$ cat src/rtl/nle_pkg.sv
package nle_pkg;
  localparam int unsigned DEF_NEURONS  = 7;
  localparam int unsigned DEF_INPUTS   = 8;
  localparam int unsigned DEF_DATA_W   = 8;
  localparam int unsigned DEF_WEIGHT_W = 12;
  localparam int unsigned DEF_OUT_W    = 8;
  localparam int unsigned DEF_SHIFT    = 12;

  typedef enum logic [1:0] {
    SEQ_IDLE  = 2'd0,
    SEQ_ISSUE = 2'd1,
    SEQ_DRAIN = 2'd2
  } seq_state_e;

  function automatic int unsigned idx_width(int unsigned count);
    return (count < 2) ? 1 : $clog2(count);
  endfunction
endpackage

$ cat src/rtl/nle_seq.sv
module nle_seq
  import nle_pkg::*;
#(
  parameter int unsigned N_NEURONS = DEF_NEURONS,
  parameter int unsigned N_INPUTS  = DEF_INPUTS,
  parameter int unsigned NIDX_W    = idx_width(N_NEURONS),
  parameter int unsigned IIDX_W    = idx_width(N_INPUTS)
) (
  input  logic              clk,
  input  logic              rst_n,
  input  logic              start,
  input  logic              fin_v,
  input  logic [NIDX_W-1:0] fin_idx,
  output logic              rd_en,
  output logic [NIDX_W-1:0] rd_n,
  output logic [IIDX_W-1:0] rd_i,
  output logic              rd_first,
  output logic              rd_last,
  output logic              run_active,
  output logic              done
);
  localparam logic [NIDX_W-1:0] LAST_N = NIDX_W'(N_NEURONS - 1);
  localparam logic [IIDX_W-1:0] LAST_I = IIDX_W'(N_INPUTS - 1);

  seq_state_e        state_q, state_d;
  logic [NIDX_W-1:0] n_q, n_d;
  logic [IIDX_W-1:0] i_q, i_d;
  logic              done_q, done_d;
  logic              cnt_en;
  logic              last_i, last_n;

  assign last_i = (i_q == LAST_I);
  assign last_n = (n_q == LAST_N);
  assign cnt_en = (state_q == SEQ_ISSUE) || ((state_q == SEQ_IDLE) && start);

  always_comb begin
    state_d = state_q;
    n_d     = n_q;
    i_d     = i_q;
    done_d  = done_q;
    case (state_q)
      SEQ_IDLE: begin
        if (start) begin
          state_d = SEQ_ISSUE;
          n_d     = '0;
          i_d     = '0;
          done_d  = 1'b0;
        end
      end
      SEQ_ISSUE: begin
        if (last_i) begin
          i_d = '0;
          if (last_n) begin
            state_d = SEQ_DRAIN;
          end else begin
            n_d = n_q + NIDX_W'(1);
          end
        end else begin
          i_d = i_q + IIDX_W'(1);
        end
      end
      SEQ_DRAIN: begin
        if (fin_v && (fin_idx == LAST_N)) begin
          state_d = SEQ_IDLE;
          done_d  = 1'b1;
        end
      end
      default: state_d = SEQ_IDLE;
    endcase
  end

  always_ff @(posedge clk or negedge rst_n) begin
    if (!rst_n) begin
      state_q <= SEQ_IDLE;
      done_q  <= 1'b0;
    end else begin
      state_q <= state_d;
      done_q  <= done_d;
    end
  end

  always_ff @(posedge clk or negedge rst_n) begin
    if (!rst_n) begin
      n_q <= '0;
      i_q <= '0;
    end else if (cnt_en) begin
      n_q <= n_d;
      i_q <= i_d;
    end
  end

  assign rd_en      = (state_q == SEQ_ISSUE);
  assign rd_n       = n_q;
  assign rd_i       = i_q;
  assign rd_first   = (i_q == '0);
  assign rd_last    = last_i;
  assign run_active = (state_q != SEQ_IDLE);
  assign done       = done_q;


  done_after_last_chk: assert property (@(posedge clk) disable iff (!rst_n)
    $rose(done_q) |-> ($past(fin_v) && ($past(fin_idx) == LAST_N)));


  start_ignored_chk: assert property (@(posedge clk) disable iff (!rst_n)
    (run_active && start && !(fin_v && (fin_idx == LAST_N))) |=> run_active);


  issue_range_chk: assert property (@(posedge clk) disable iff (!rst_n)
    rd_en |-> ((32'(n_q) < N_NEURONS) && (32'(i_q) < N_INPUTS)));
endmodule

$ cat src/rtl/nle_mem.sv
module nle_mem
  import nle_pkg::*;
#(
  parameter int unsigned N_NEURONS = DEF_NEURONS,
  parameter int unsigned N_INPUTS  = DEF_INPUTS,
  parameter int unsigned DATA_W    = DEF_DATA_W,
  parameter int unsigned WEIGHT_W  = DEF_WEIGHT_W,
  parameter int unsigned NIDX_W    = idx_width(N_NEURONS),
  parameter int unsigned IIDX_W    = idx_width(N_INPUTS)
) (
  input  logic                clk,
  input  logic                rst_n,
  input  logic                wr_en,
  input  logic [IIDX_W-1:0]   wr_addr,
  input  logic [DATA_W-1:0]   wr_data,
  input  logic                rd_en,
  input  logic [NIDX_W-1:0]   rd_n,
  input  logic [IIDX_W-1:0]   rd_i,
  input  logic                rd_first,
  input  logic                rd_last,
  output logic [DATA_W-1:0]   x_q,
  output logic [WEIGHT_W-1:0] w_q,
  output logic                tag_v,
  output logic                tag_first,
  output logic                tag_last,
  output logic [NIDX_W-1:0]   tag_n
);
  localparam logic [IIDX_W:0] IN_CNT = (IIDX_W + 1)'(N_INPUTS);
  localparam int unsigned     W_MOD  = 1 << WEIGHT_W;

  logic [DATA_W-1:0] samples_q [N_INPUTS];
  logic              wr_ok;

  // weight table computed from the pair indices; a zero entry cuts the link
  function automatic logic [WEIGHT_W-1:0] coef(int unsigned n, int unsigned i);
    int unsigned mix;
    mix = (n * 1237 + i * 389 + 71) % W_MOD;
    if (((n + 2 * i) % 7) == 3) begin
      return '0;
    end
    return mix[WEIGHT_W-1:0];
  endfunction

  assign wr_ok = wr_en && ({1'b0, wr_addr} < IN_CNT);

  always_ff @(posedge clk) begin
    if (wr_ok) begin
      samples_q[wr_addr] <= wr_data;
    end
  end

  always_ff @(posedge clk) begin
    if (rd_en) begin
      x_q <= samples_q[rd_i];
      w_q <= coef(32'(rd_n), 32'(rd_i));
    end
  end

  always_ff @(posedge clk or negedge rst_n) begin
    if (!rst_n) begin
      tag_v     <= 1'b0;
      tag_first <= 1'b0;
      tag_last  <= 1'b0;
      tag_n     <= '0;
    end else begin
      tag_v <= rd_en;
      if (rd_en) begin
        tag_first <= rd_first;
        tag_last  <= rd_last;
        tag_n     <= rd_n;
      end
    end
  end
endmodule

$ cat src/rtl/nle_mac.sv
module nle_mac
  import nle_pkg::*;
#(
  parameter int unsigned N_INPUTS = DEF_INPUTS,
  parameter int unsigned DATA_W   = DEF_DATA_W,
  parameter int unsigned WEIGHT_W = DEF_WEIGHT_W,
  parameter int unsigned ACC_W    = DATA_W + WEIGHT_W + idx_width(N_INPUTS),
  parameter int unsigned NIDX_W   = 3
) (
  input  logic                    clk,
  input  logic                    rst_n,
  input  logic                    in_v,
  input  logic                    in_first,
  input  logic                    in_last,
  input  logic [NIDX_W-1:0]       in_n,
  input  logic signed [DATA_W-1:0]   x,
  input  logic signed [WEIGHT_W-1:0] w,
  output logic                    sum_v,
  output logic signed [ACC_W-1:0] sum,
  output logic [NIDX_W-1:0]       sum_idx
);
  localparam int unsigned PROD_W = DATA_W + WEIGHT_W;

  logic signed [PROD_W-1:0] prod;
  logic signed [ACC_W-1:0]  prod_ext;
  logic signed [ACC_W-1:0]  acc_q, acc_d, acc_base;
  logic                     sum_v_q;
  logic [NIDX_W-1:0]        idx_q;

  assign prod     = x * w;
  assign prod_ext = ACC_W'(prod);
  assign acc_base = in_first ? {ACC_W{1'b0}} : acc_q;
  assign acc_d    = acc_base + prod_ext;

  always_ff @(posedge clk or negedge rst_n) begin
    if (!rst_n) begin
      acc_q <= '0;
      idx_q <= '0;
    end else if (in_v) begin
      acc_q <= acc_d;
      idx_q <= in_n;
    end
  end

  always_ff @(posedge clk or negedge rst_n) begin
    if (!rst_n) begin
      sum_v_q <= 1'b0;
    end else begin
      sum_v_q <= in_v && in_last;
    end
  end

  assign sum_v   = sum_v_q;
  assign sum     = acc_q;
  assign sum_idx = idx_q;

  generate
    if (N_INPUTS > 1) begin : g_pulse

      sum_pulse_chk: assert property (@(posedge clk) disable iff (!rst_n)
        sum_v_q |=> !sum_v_q);
    end
  endgenerate
endmodule

$ cat src/rtl/nle_act.sv
module nle_act
  import nle_pkg::*;
#(
  parameter int unsigned ACC_W  = 23,
  parameter int unsigned OUT_W  = DEF_OUT_W,
  parameter int unsigned SHIFT  = DEF_SHIFT,
  parameter int unsigned NIDX_W = 3
) (
  input  logic                    clk,
  input  logic                    rst_n,
  input  logic                    sum_v,
  input  logic signed [ACC_W-1:0] sum,
  input  logic [NIDX_W-1:0]       sum_idx,
  output logic                    res_v,
  output logic [NIDX_W-1:0]       res_idx,
  output logic [OUT_W-1:0]        res_data
);
  localparam logic signed [ACC_W-1:0] HI_ACC = ACC_W'((2 ** (OUT_W - 1)) - 1);
  localparam logic signed [ACC_W-1:0] LO_ACC = ~HI_ACC;
  localparam logic signed [OUT_W-1:0] HI_OUT = OUT_W'((2 ** (OUT_W - 1)) - 1);
  localparam logic signed [OUT_W-1:0] LO_OUT = ~HI_OUT;
  localparam logic signed [OUT_W-1:0] FLOOR  = LO_OUT >>> 2;

  logic signed [ACC_W-1:0] scaled;
  logic signed [OUT_W-1:0] addr;
  logic signed [OUT_W-1:0] entry;
  logic signed [OUT_W-1:0] res_q;
  logic                    res_v_q;
  logic [NIDX_W-1:0]       idx_q;

  // table entry: identity for the positive half, quarter slope below zero
  function automatic logic signed [OUT_W-1:0] table_at(logic signed [OUT_W-1:0] a);
    return a[OUT_W-1] ? (a >>> 2) : a;
  endfunction

  assign scaled = sum >>> SHIFT;

  always_comb begin
    if (scaled > HI_ACC) begin
      addr = HI_OUT;
    end else if (scaled < LO_ACC) begin
      addr = LO_OUT;
    end else begin
      addr = scaled[OUT_W-1:0];
    end
  end

  assign entry = table_at(addr);

  always_ff @(posedge clk or negedge rst_n) begin
    if (!rst_n) begin
      res_v_q <= 1'b0;
    end else begin
      res_v_q <= sum_v;
    end
  end

  always_ff @(posedge clk or negedge rst_n) begin
    if (!rst_n) begin
      res_q <= '0;
      idx_q <= '0;
    end else if (sum_v) begin
      res_q <= entry;
      idx_q <= sum_idx;
    end
  end

  assign res_v    = res_v_q;
  assign res_idx  = idx_q;
  assign res_data = res_q;


  act_floor_chk: assert property (@(posedge clk) disable iff (!rst_n)
    res_v_q |-> (res_q >= FLOOR));
endmodule

$ cat src/rtl/nle_layer_engine.sv
module nle_layer_engine
  import nle_pkg::*;
#(
  parameter int unsigned N_NEURONS = DEF_NEURONS,
  parameter int unsigned N_INPUTS  = DEF_INPUTS,
  parameter int unsigned DATA_W    = DEF_DATA_W,
  parameter int unsigned WEIGHT_W  = DEF_WEIGHT_W,
  parameter int unsigned OUT_W     = DEF_OUT_W,
  parameter int unsigned ACC_SHIFT = DEF_SHIFT,
  localparam int unsigned NIDX_W   = idx_width(N_NEURONS),
  localparam int unsigned IIDX_W   = idx_width(N_INPUTS)
) (
  input  logic              clk,
  input  logic              rst_n,
  input  logic              load_en,
  input  logic [IIDX_W-1:0] load_addr,
  input  logic [DATA_W-1:0] load_data,
  input  logic              start,
  output logic              res_valid,
  output logic [NIDX_W-1:0] res_idx,
  output logic [OUT_W-1:0]  res_data,
  output logic              done
);
  localparam int unsigned ACC_W = DATA_W + WEIGHT_W + idx_width(N_INPUTS);

  logic [1:0] rst_sync_q;
  logic       rst_int_n;

  always_ff @(posedge clk or negedge rst_n) begin
    if (!rst_n) begin
      rst_sync_q <= 2'b00;
    end else begin
      rst_sync_q <= {rst_sync_q[0], 1'b1};
    end
  end
  assign rst_int_n = rst_sync_q[1];

  logic              rd_en, rd_first, rd_last, run_active;
  logic [NIDX_W-1:0] rd_n;
  logic [IIDX_W-1:0] rd_i;
  logic [DATA_W-1:0] x_q;
  logic [WEIGHT_W-1:0] w_q;
  logic              tag_v, tag_first, tag_last;
  logic [NIDX_W-1:0] tag_n;
  logic              sum_v;
  logic signed [ACC_W-1:0] sum;
  logic [NIDX_W-1:0] sum_idx;
  logic              fin_v;
  logic [NIDX_W-1:0] fin_idx;
  logic              load_ok;

  assign load_ok = load_en && !run_active;

  nle_seq #(
    .N_NEURONS(N_NEURONS), .N_INPUTS(N_INPUTS), .NIDX_W(NIDX_W), .IIDX_W(IIDX_W)
  ) u_seq (
    .clk(clk), .rst_n(rst_int_n), .start(start), .fin_v(fin_v), .fin_idx(fin_idx),
    .rd_en(rd_en), .rd_n(rd_n), .rd_i(rd_i), .rd_first(rd_first), .rd_last(rd_last),
    .run_active(run_active), .done(done)
  );

  nle_mem #(
    .N_NEURONS(N_NEURONS), .N_INPUTS(N_INPUTS), .DATA_W(DATA_W), .WEIGHT_W(WEIGHT_W),
    .NIDX_W(NIDX_W), .IIDX_W(IIDX_W)
  ) u_mem (
    .clk(clk), .rst_n(rst_int_n), .wr_en(load_ok), .wr_addr(load_addr), .wr_data(load_data),
    .rd_en(rd_en), .rd_n(rd_n), .rd_i(rd_i), .rd_first(rd_first), .rd_last(rd_last),
    .x_q(x_q), .w_q(w_q), .tag_v(tag_v), .tag_first(tag_first), .tag_last(tag_last),
    .tag_n(tag_n)
  );

  nle_mac #(
    .N_INPUTS(N_INPUTS), .DATA_W(DATA_W), .WEIGHT_W(WEIGHT_W), .ACC_W(ACC_W), .NIDX_W(NIDX_W)
  ) u_mac (
    .clk(clk), .rst_n(rst_int_n), .in_v(tag_v), .in_first(tag_first), .in_last(tag_last),
    .in_n(tag_n), .x(x_q), .w(w_q), .sum_v(sum_v), .sum(sum), .sum_idx(sum_idx)
  );

  nle_act #(
    .ACC_W(ACC_W), .OUT_W(OUT_W), .SHIFT(ACC_SHIFT), .NIDX_W(NIDX_W)
  ) u_act (
    .clk(clk), .rst_n(rst_int_n), .sum_v(sum_v), .sum(sum), .sum_idx(sum_idx),
    .res_v(fin_v), .res_idx(fin_idx), .res_data(res_data)
  );

  assign res_valid = fin_v;
  assign res_idx   = fin_idx;


  done_quiet_chk: assert property (@(posedge clk) disable iff (!rst_int_n)
    done |-> !res_valid);
endmodule

$ cat config.mk
export PLATFORM = sky130hd
export DESIGN_NAME = nle_layer_engine
export DESIGN_NICKNAME = d
export VERILOG_FILES = /design/src/rtl/nle_pkg.sv /design/src/rtl/nle_seq.sv /design/src/rtl/nle_mem.sv /design/src/rtl/nle_mac.sv /design/src/rtl/nle_act.sv /design/src/rtl/nle_layer_engine.sv
export SDC_FILE = /design/constraint.sdc
export NUM_CORES = 1
export LEC_CHECK = 0
export CORE_MARGIN = 2
export CORE_UTILIZATION = 45
export CTS_BUF_LIST = sky130_fd_sc_hd__clkbuf_4
export CTS_CLUSTER_SIZE = 20
export DETAILED_ROUTE_END_ITERATION = 6
export PLACE_DENSITY = 0.58
export SETUP_SLACK_MARGIN = 0.4
export SLEW_MARGIN = 20
export SYNTH_ARGS = -nofsm -noshare
export SYNTH_HDL_FRONTEND = slang
export SYNTH_SLANG_ARGS = --single-unit
$ cat constraint.sdc
create_clock -name clk -period 4.1 [get_ports clk]
set_input_delay 1.23 -clock clk [delete_from_list [all_inputs] [get_ports clk]]
set_output_delay 1.23 -clock clk [all_outputs]
set_load 0.01 [all_outputs]
### Word level (Yosys, flattened, before mapping)

Memory sizes are Yosys's and may differ from the RTL's. A register that Yosys moved wholly into a read port is not among the register bits.
Cells that the tools add are included.

| cells by class | value |
|---|---|
| add/subtract/negate cells | 6 |
| multipliers | 3 |
| div/mod/pow operators | 1 |
| magnitude comparators | 2 |
| equal/unequal tests | 11 |
| muxes and demuxes | 24 |
| reductions and logical operators | 15 |

Operator list:

| kind | count |
|---|---|
| equality test 32 x 2 -> 1 bit, second input constant | 1 |
| modulo 32 x 3 -> 32 bit, second input constant | 1 |
| 2-to-1 mux 12 bit | 2 |
| 2-to-1 mux 8 bit | 3 |
| adder 23 x 20 -> 23 bit | 1 |
| 2-to-1 mux 23 bit | 1 |
| multiplier 8 x 12 -> 20 bit | 1 |
| adder 12 bit | 1 |
| adder 12 x 7 -> 12 bit, second input constant | 1 |
| multiplier 3 x 11 -> 12 bit, second input constant | 1 |
| multiplier 3 x 9 -> 12 bit, second input constant | 1 |
| 2-to-1 mux 3 bit | 4 |
| case mux 3 bit (2 select lines) | 2 |
| > comparator 11 x 8 -> 1 bit, second input constant | 1 |
| less-than comparator 11 x 8 -> 1 bit, second input constant | 1 |
| equality test 3 bit, second input constant | 3 |
| 2-to-1 mux 2 bit | 4 |
| != test 2 bit, second input constant | 4 |
| adder 3 x 1 -> 3 bit, second input constant | 2 |
| 2-to-1 mux 1 bit | 6 |
| case mux 2 bit (3 select lines) | 1 |
| AND reduction 3 bit | 2 |
| nonzero test 2 bit | 3 |
| adder 3 x 4 -> 5 bit | 1 |
| other kinds (11) | 14 |

| word-level totals | value |
|---|---|
| flip-flop bits (word level) | 68 |
| RAM bits | 64 |
| output and inout bits | 13 |
| memories | 1 |

Memory list:

| name | depth | bits a word | read ports | clocked after Yosys merged registers in | wr ports | line | RTL |
|---|---|---|---|---|---|---|---|
| u_mem.samples_q | 8 | 8 | 1 | 1 | 1 | nle_mem.sv:31 | `logic [DATA_W-1:0] samples_q [N_INPUTS];` |

### Longest topological paths before layout

Gate-level depths: netlist of the first run.

| depth | value |
|---|---|
| depth in word-level cells | 6 |
| gate-level depth with buffers | 20 |

### Hierarchy

A second synthesis of the first run with hierarchy kept.

| unflattened totals | value |
|---|---|
| cells, all modules | 983 |
| area, all modules | 11524.8 um^2 |

Modules (own cells, without submodules):

| module | times used | cells each | area an instance (um^2) |
|---|---|---|---|
| nle_mac | 1 | 562 | 5641.7 |
| nle_mem | 1 | 318 | 4762.1 |
| nle_seq | 1 | 53 | 541.8 |
| nle_act | 1 | 46 | 511.7 |
| nle_layer_engine | 1 | 4 | 67.6 |

### Worst setup path before layout of the first run

Ideal clock, no wire load.

| timing | value |
|---|---|
| kind | register to register |
| start point | reg u_mem.x_q[0] (read register of u_mem.samples_q) |
| end point | reg u_mac.acc_q[20], in the netlist u_mac.sum[20] |
| data arrival time | 5.146 ns |
| data required time | 3.972 ns |
| setup slack | -1.173 ns |
| cell stages (with the launch flop) | 17 |
| buffers on the path | 1 |
| period minus slack after synthesis | 5.273 ns |
| cells stage by stage | edfxtp_1 -> clkbuf_1 -> and2_1 -> fa_1 -> fa_1 -> inv_1 -> fa_1 -> fa_1 -> inv_1 -> ha_1 -> ha_1 -> o21ai_1 -> o21a_1 -> a211oi_1 -> a21oi_1 -> o21ai_1 -> mux2_1 |

| on the way | value |
|---|---|
| cells in the longest elaborated chain, start to end | 2 |

RTL lines:

| what | line | RTL |
|---|---|---|
| start: declaration | nle_mem.sv:21 | `output logic [DATA_W-1:0] x_q,` |
| multiplier 8 x 12 -> 20 bit | nle_mac.sv:30 | `assign prod = x * w;` |
| adder 23 x 20 -> 23 bit | nle_mac.sv:33 | `assign acc_d = acc_base + prod_ext;` |
| end signal: assignment | nle_mac.sv:37 | `acc_q <= '0;` |
| end signal: assignment | nle_mac.sv:40 | `acc_q <= acc_d;` |
| end: declaration | nle_mac.sv:26 | `logic signed [ACC_W-1:0] acc_q, acc_d, acc_base;` |

No other way between the ends.
A chain may end at the register's enable or synchronous reset.

### Worst setup path in the final report of the first run

| timing | value |
|---|---|
| start point | reg u_mem.w_q[4] |
| end point | reg u_mac.acc_q[20], in the netlist u_mac.sum[20] |

| on the way | value |
|---|---|
| cells in the longest elaborated chain, start to end | 2 |

RTL lines:

| what | line | RTL |
|---|---|---|
| start: declaration | nle_mem.sv:22 | `output logic [WEIGHT_W-1:0] w_q,` |
| start signal: assignment | nle_mem.sv:55 | `w_q <= coef(32'(rd_n), 32'(rd_i));` |
| multiplier 8 x 12 -> 20 bit | nle_mac.sv:30 |  |
| adder 23 x 20 -> 23 bit | nle_mac.sv:33 |  |

No other way between the ends.

==> key figures, run 1 <==
Yosys
  – Post-synthesis xor/xnor area fraction: 2.463%
  – Top cell type by total area after synthesis: edfxtp_1
  – Top cells by count, synth: fa_1, inv_1, nand2_1
  – Mux share of post-synthesis cell area: 5.864%
  – Ranking of synthesized cells by area: edfxtp_1, fa_1, dfrtp_1, ha_1, inv_1
  – #FFs+latches synth: 140
  – EDFF count, synth: 84
  – Syn nets: 1231
  – Register area share after synthesis: 34.63%
  – Post-Synth Simple-Gate Area: 12.72%
  – Largest family of logic cells by synthesized area: adder cells
  – Synth cell types: 62
  – Synthesized cell area: 0.01133 mm²
  – Post-synthesis compound-gate area fraction: 7.300%
  – Post-Synth Adder-Cell Area: 31.83%
  – Synthesis Warnings: 0
  – Synth top area share: 22.26%
  – Post-Syn Area per Cell: 11.32 µm²
  – Async set-or-reset flop fraction in the synthesized netlist: 40.00%
  – Synth Flop Type: edfxtp_1
  – Gate Count Post-Synth: 1001

Placed design
  – Post-place setup slack: -880.3 ps
  – # port buffers: 27
  – DP HPWL: 19480 µm
  – GPL Wtd Cong: 0.8042

Global routing
  – Initial antenna violation count: 1
  – GRT overflow: 0
  – First-pass GRT wire length: 42260 µm
  – Number of global-route vias before repair: 7986
  – Gr usage total: 20.67%
  – Largest net degree at the start of global routing: 55

Cells and area
  – Post-layout util: 56.45%
  – Fraction of final layout cells sized beyond drive strength 1: 28.60%
  – Final nets: 1385
  – Synthesis-to-finish area growth: 24.37%

Detailed routing
  – Post-Route WL: 25630 µm
  – Uppermost routed layer: met4
  – 1st-iter DRT viols: 446
  – Routed via count: 7626
  – First-pass DRT Iterations: 4
  – Vias per cell: 5.084
  – Met3 WL post-DR: 725 µm
  – M1 wire length: 12370 µm
  – Detail Route Antenna Nets: 0
  – Met2 Wirelength: 12130 µm
  – Routed wire length per instance: 17.08 µm
  – DR DRC count: 0

STA
  – Max Transition Viols Final: 0
  – Count of final hold-check violations: 0
  – Tmin final: 4809 ps
  – Final setup viols: 28
  – Worst-Margin Slew: 897.3 ps
  – Fin crit share: 117.3%
  – Fmax: 207.9 MHz
  – Max-slew headroom: 39.96%
  – Worst Clk Skew: 20.97 ps
  – RSZ-0062 raised after global routing: yes
  – Final worst slack: -709.0 ps
  – Setup Total Neg Slack: -9049 ps

Setup path
  – Crit path DAT: 5260 ps
  – CP max FO: 7
  – CP Capture Type: register
  – WP buf/inv: 1
  – CP peak stage delay: 570 ps
  – Delay-heaviest family, CP: adder cells
  – Most numerous cell on the critical path: fa_1
  – CP cell instances: nand2_1 -> fa_1 -> fa_1 -> inv_2 -> fa_1 -> fa_1 -> fa_2 -> ha_4 -> and3_4 -> a221oi_4 -> a211oi_2 -> a21oi_2 -> o21ai_1 -> mux2_1
  – Worst setup SP type: register
  – Slowest CP cell: edfxtp_1
  – WS Path Type: reg2reg
  – CP Data Required Time: 4550 ps

Die
  – Boundary pin count: 28
  – Die Y: 162.7 µm
  – Die area: 0.02646 mm²
  – Row Count: 58
  – Die Width: 162.7 µm
  – Placeable Area: 0.02496 mm²
  – Initial core utilization: 45.38%

Run status
  – Status: finished, violations left
  – Violated checks: negative setup slack

Clocking
  – CTS buffer count: 17
  – Root buf cell: clkbuf_4
  – Clock latency on the worst-skew pair: 550 ps
  – Clock Pin Slew Worst Setup and Hold Paths: 140 ps
  – H-Tree Depth: 4
  – CTS tree: yes
  – # hold bufs at CTS: 0
  – Clock buffer depth: 2
  – TritonCTS Sinks: 140

Hold path
  – Min-Delay Path Class: reg2reg

Job
  – Max-cap violations: 0
repair_timing:
action | CTS | global route
endpoints found under the setup margin | 30 | 30
cloned | 0 | 1
setup buffers | 20 | 4
gates resized for setup | 41 | 68
hold endpoints to repair | 0 | 0
pin swaps | 27 | 43
cells by family (layout without fill, tap and decap cells):
family	count (synthesis)	after routing
AOI/OAI and AO/OA	125	125
xor gates and xnor gates	31	31
adders and majority gates	215	215
buffers and inverters	152	319
DFF	140	140
muxes	43	43
other	1	3
and+or+nand+nor	294	294
worst paths after layout:
kind,to,cells after the start,slack [ps],start
max in group asynchronous,u_seq.rd_n[1]$_DFFE_PN0P_,1,3110,rst_sync_q[1]$_DFF_PN0_
hold reg to reg,rst_sync_q[1]$_DFF_PN0_,0,370,rst_sync_q[0]$_DFF_PN0_
setup reg to reg,u_mac.sum[20]$_DFFE_PN0P_,14,-710,u_mem.w_q[4]$_SDFFCE_PN0P_
setup / recovery,u_mac.sum[20]$_DFFE_PN0P_,14,-710,u_mem.w_q[4]$_SDFFCE_PN0P_
min in group asynchronous,u_mac.sum_idx[0]$_DFFE_PN0P_,1,410,rst_sync_q[1]$_DFF_PN0_
hold / removal,rst_sync_q[1]$_DFF_PN0_,0,370,rst_sync_q[0]$_DFF_PN0_
final cells by class:
type | count | area, µm²
flip-flops and latches | 140 | 3928
multi-input cells | 709 | 7617
clock inverters | 14 | 137.6
inverters | 123 | 461.7
repair buffers | 164 | 1394
well taps | 330 | 412.9
fillers | 2189 | 10870
clock buffers | 18 | 135.1
diodes | 2 | 5.005
metal layers:
| metal | vias to the layer above | track usage (%) |
|---|---|---|
| li1 | 3685 | - |
| met3 | 26 | 2.750 |
| met1 | 3808 | 30.19 |
| met4 | 0 | 5.270 |
| met5 | - | 0 |
| met2 | 107 | 32.86 |
metrics by stage:
step | hold WS [ps] | instances | instance area, µm²
2_1_floorplan | 331.2 | 1001 | 11640
3_3_place_gp | 335.1 | 1441 | 13060
3_5_place_dp | 342.6 | 1441 | 13060
4_1_cts | 375.6 | 1493 | 13660
5_1_grt | 393.4 | 1500 | 14090
6_report | 369.1 | 1500 | 14090
flip-flops by register name (all words and copies together), names as in the netlist:
name and flops:
u_seq.state_q 2, u_mac.sum_idx 3, u_mem.tag_n 3, u_mem.samples_q 64, u_act.res_data 8, u_mem.tag_last 1
u_seq.done 1, u_mem.tag_first 1, rst_sync_q 2, u_mac.sum_v 1, u_act.res_idx 3, u_mac.sum 23
u_act.res_v 1, u_mem.w_q 12, u_seq.rd_n 3, u_mem.x_q 8, u_mem.tag_v 1, u_seq.rd_i 3
worst reg2reg max path, delay by kind of cell (launching register included):
family / cells / cell delay, ps
compound gates: 4 / 740
fa+ha+maj: 6 / 2760
buf+inv: 1 / 50
flops: 1 / 570
mux: 1 / 310
simple gates: 2 / 280
cell usage in the layout, fill, tap and decap left out, drive strengths merged, types with 4 or more instances in the layout:
master,count
nand2b,23
clkinv,7
nor3,13
and2,49
o21ai,28
edfxtp,84
nor2,42
ha,93
inv,128
nand3b,5
mux4,16
nand3,14
nand2,111
a21o,13
dfrtp,56
clkbuf,19
nor2b,21
a31oi,4
xnor2,24
buf,136
a21oi,34
xor2,7
fa,122
o21bai,4
o21a,5
clkdlybuf4s50,27
a211oi,4
mux2,27
nor4,4
Power of run 1 is left out: the tool's default activity adds up to more than one toggle a clock period on the data nets, which glitch-free logic cannot reach.
==> run 2: changes to the inputs <==
--- a/config.mk
+++ b/config.mk
@@ -5,13 +5,14 @@
 export SDC_FILE = /design/constraint.sdc
 export NUM_CORES = 1
 export LEC_CHECK = 0
-export CORE_MARGIN = 2
+export CORE_MARGIN = 8
 export CORE_UTILIZATION = 45
 export CTS_BUF_LIST = sky130_fd_sc_hd__clkbuf_4
 export CTS_CLUSTER_SIZE = 20
 export DETAILED_ROUTE_END_ITERATION = 6
 export PLACE_DENSITY = 0.58
 export SETUP_SLACK_MARGIN = 0.4
+export SKIP_LAST_GASP = 1
 export SLEW_MARGIN = 20
 export SYNTH_ARGS = -nofsm -noshare
 export SYNTH_HDL_FRONTEND = slang
==> key figures, run 2 (synthesized netlist as in run 1, its figures left out) <==
Setup path
  – Delay-heaviest family, CP: adder cells
  – CP max FO: 5
  – CP Data Required Time: 4600 ps
  – CP peak stage delay: 570 ps
  – Worst setup SP type: register
  – Worst reg2reg setup slack: -730 ps
  – CP cell instances: nand2b_4 -> fa_1 -> fa_1 -> inv_2 -> fa_1 -> fa_1 -> fa_2 -> ha_4 -> and3_4 -> a221oi_4 -> a211oi_2 -> a21oi_2 -> o21ai_2 -> mux2_4
  – Crit path DAT: 5330 ps
  – Reg2Reg Depth: 14
  – Most numerous cell on the critical path: fa_1
  – CP Capture Type: register
  – Slowest CP cell: fa_2
  – Cell count along the critical path: 14
  – WS Path Type: reg2reg
  – WP buf/inv: 1

STA
  – Count of final hold-check violations: 0
  – Final worst slack: -734.0 ps
  – Fin crit share: 117.9%
  – Setup Total Neg Slack: -9829 ps
  – Tmin final: 4834 ps
  – Max-slew headroom: 46.28%
  – Worst Clk Skew: 48.82 ps
  – Fmax: 206.9 MHz
  – Max Transition Viols Final: 0
  – Worst-Margin Slew: 802.8 ps
  – RSZ-0062 raised after global routing: yes
  – Final setup viols: 28

Placed design
  – # port buffers: 27
  – GPL Wtd Cong: 0.7943
  – Post-Place Cell Area: 0.01305 mm²
  – DP HPWL: 19960 µm

Detailed routing
  – Detail Route Antenna Nets: 0
  – First-pass DRT Iterations: 4
  – 1st-iter DRT viols: 366
  – Routed wire length per instance: 17.24 µm
  – Vias per cell: 5.064
  – DR DRC count: 0
  – Routed via count: 7636
  – Post-Route WL: 25990 µm

Die
  – Die Y: 174.7 µm
  – Row Count: 58
  – Die Width: 174.7 µm
  – Die area: 0.03051 mm²
  – Initial core utilization: 45.38%
  – Placeable Area: 0.02496 mm²
  – Boundary pin count: 28

Global routing
  – GRT overflow: 0
  – Initial antenna violation count: 2
  – Largest net degree at the start of global routing: 55
  – First-pass GRT wire length: 43500 µm
  – Number of global-route vias before repair: 8147
  – Gr usage total: 17.86%

Run status
  – Violated checks: negative setup slack
  – Status: finished, violations left

Clocking
  – # hold bufs at CTS: 0
  – TritonCTS Sinks: 140
  – H-Tree Depth: 4
  – CTS buffer count: 17
  – Clock buffer depth: 2
  – Clock latency on the worst-skew pair: 580 ps
  – Root buf cell: clkbuf_4
  – CTS tree: yes
  – Clock Pin Slew Worst Setup and Hold Paths: 200 ps

Cells and area
  – Final Instance Area: 0.01417 mm²
  – Biggest register: u_mem.samples_q
  – Sequential cell area: 0.003928 mm²
  – Fillers: 2185
  – Synthesis-to-finish area growth: 25.05%
  – Multi-input logic area: 0.007562 mm²
  – Final nets: 1394
  – Most common cell after layout, fill and taps aside: buf_4
  – Fraction of final layout cells sized beyond drive strength 1: 29.91%
  – Max FFs per register: 64
  – Most frequent cells in the layout: buf_4, inv_1, fa_1

Hold path
  – Hold depth: 0
  – Min-Delay Path Class: reg2reg

Job
  – Max-cap violations: 0
run 2: changes by cell type in the layout (fill, tap and decap cells not counted), sizes merged:
cell	before	now
clkinvlp	1	0
clkinv	7	9
buf	136	144
diode	2	1
inv	128	129
clkbuf	19	18
bufinv	1	0
and2	49	50
run 2: worst reg2reg max path, stage by stage (launching register included):
cell,delay (ps)
edfxtp_1,510
nand2b_4,200
fa_1,500
fa_1,530
inv_2,40
fa_1,550
fa_1,430
fa_2,570
ha_4,220
and3_4,160
a221oi_4,340
a211oi_2,150
a21oi_2,230
o21ai_2,80
mux2_4,290
run 2: path summary, 6_finish.rpt:
check	from	end
hold / removal	rst_sync_q[0]$_DFF_PN0_	rst_sync_q[1]$_DFF_PN0_
hold reg to reg	rst_sync_q[0]$_DFF_PN0_	rst_sync_q[1]$_DFF_PN0_
setup / recovery	u_mem.w_q[0]$_SDFFCE_PN0P_	u_mac.sum[20]$_DFFE_PN0P_
min in group asynchronous	rst_sync_q[1]$_DFF_PN0_	u_act.res_data[7]$_DFFE_PN0P_
setup reg to reg	u_mem.w_q[0]$_SDFFCE_PN0P_	u_mac.sum[20]$_DFFE_PN0P_
max in group asynchronous	rst_sync_q[1]$_DFF_PN0_	u_mem.tag_first$_DFFE_PN0P_
run 2: repair_timing:
item,CTS,global route
cloned,1,1
pin swaps,20,52
setup endpoints to repair,30,30
resized for setup,36,90
buffers inserted,14,19
run 2: layout make-up:
type                    instances  share of cell area, %
multi-input cells             710                  53.38
well taps                     330                  2.914
clock buffers                  17                 0.9008
diodes                          1                0.01766
inverters                     123                  3.259
flip-flops and latches        140                  27.72
clock inverters                15                  1.351
repair buffers                172                  10.46
run 2: metal layers:
| layer | GRT usage, % | up-vias | part of all wire, % |
|---|---|---|---|
| li1 | - | 3712 | - |
| met1 | 25.46 | 3819 | 48 |
| met2 | 28.76 | 90 | 48 |
| met3 | 2.396 | 15 | 2.9 |
| met4 | 3.674 | 0 | 0.85 |
| met5 | 0 | - | 0 |
run 2: stage by stage:
stage	worst slack [ps]	hold WS, ps	instances	util [%]
after detailed placement	-976.9	340.4	1440	52.29
after global routing	-903.8	390.6	1508	56.75
final	-734.0	372.4	1508	56.75
after CTS	-719.4	375.7	1487	54.61
after floorplan	-539.6	331.2	1001	-
after global placement	-938.7	334.2	1440	52.29
Power of run 2 is left out for the same reason.
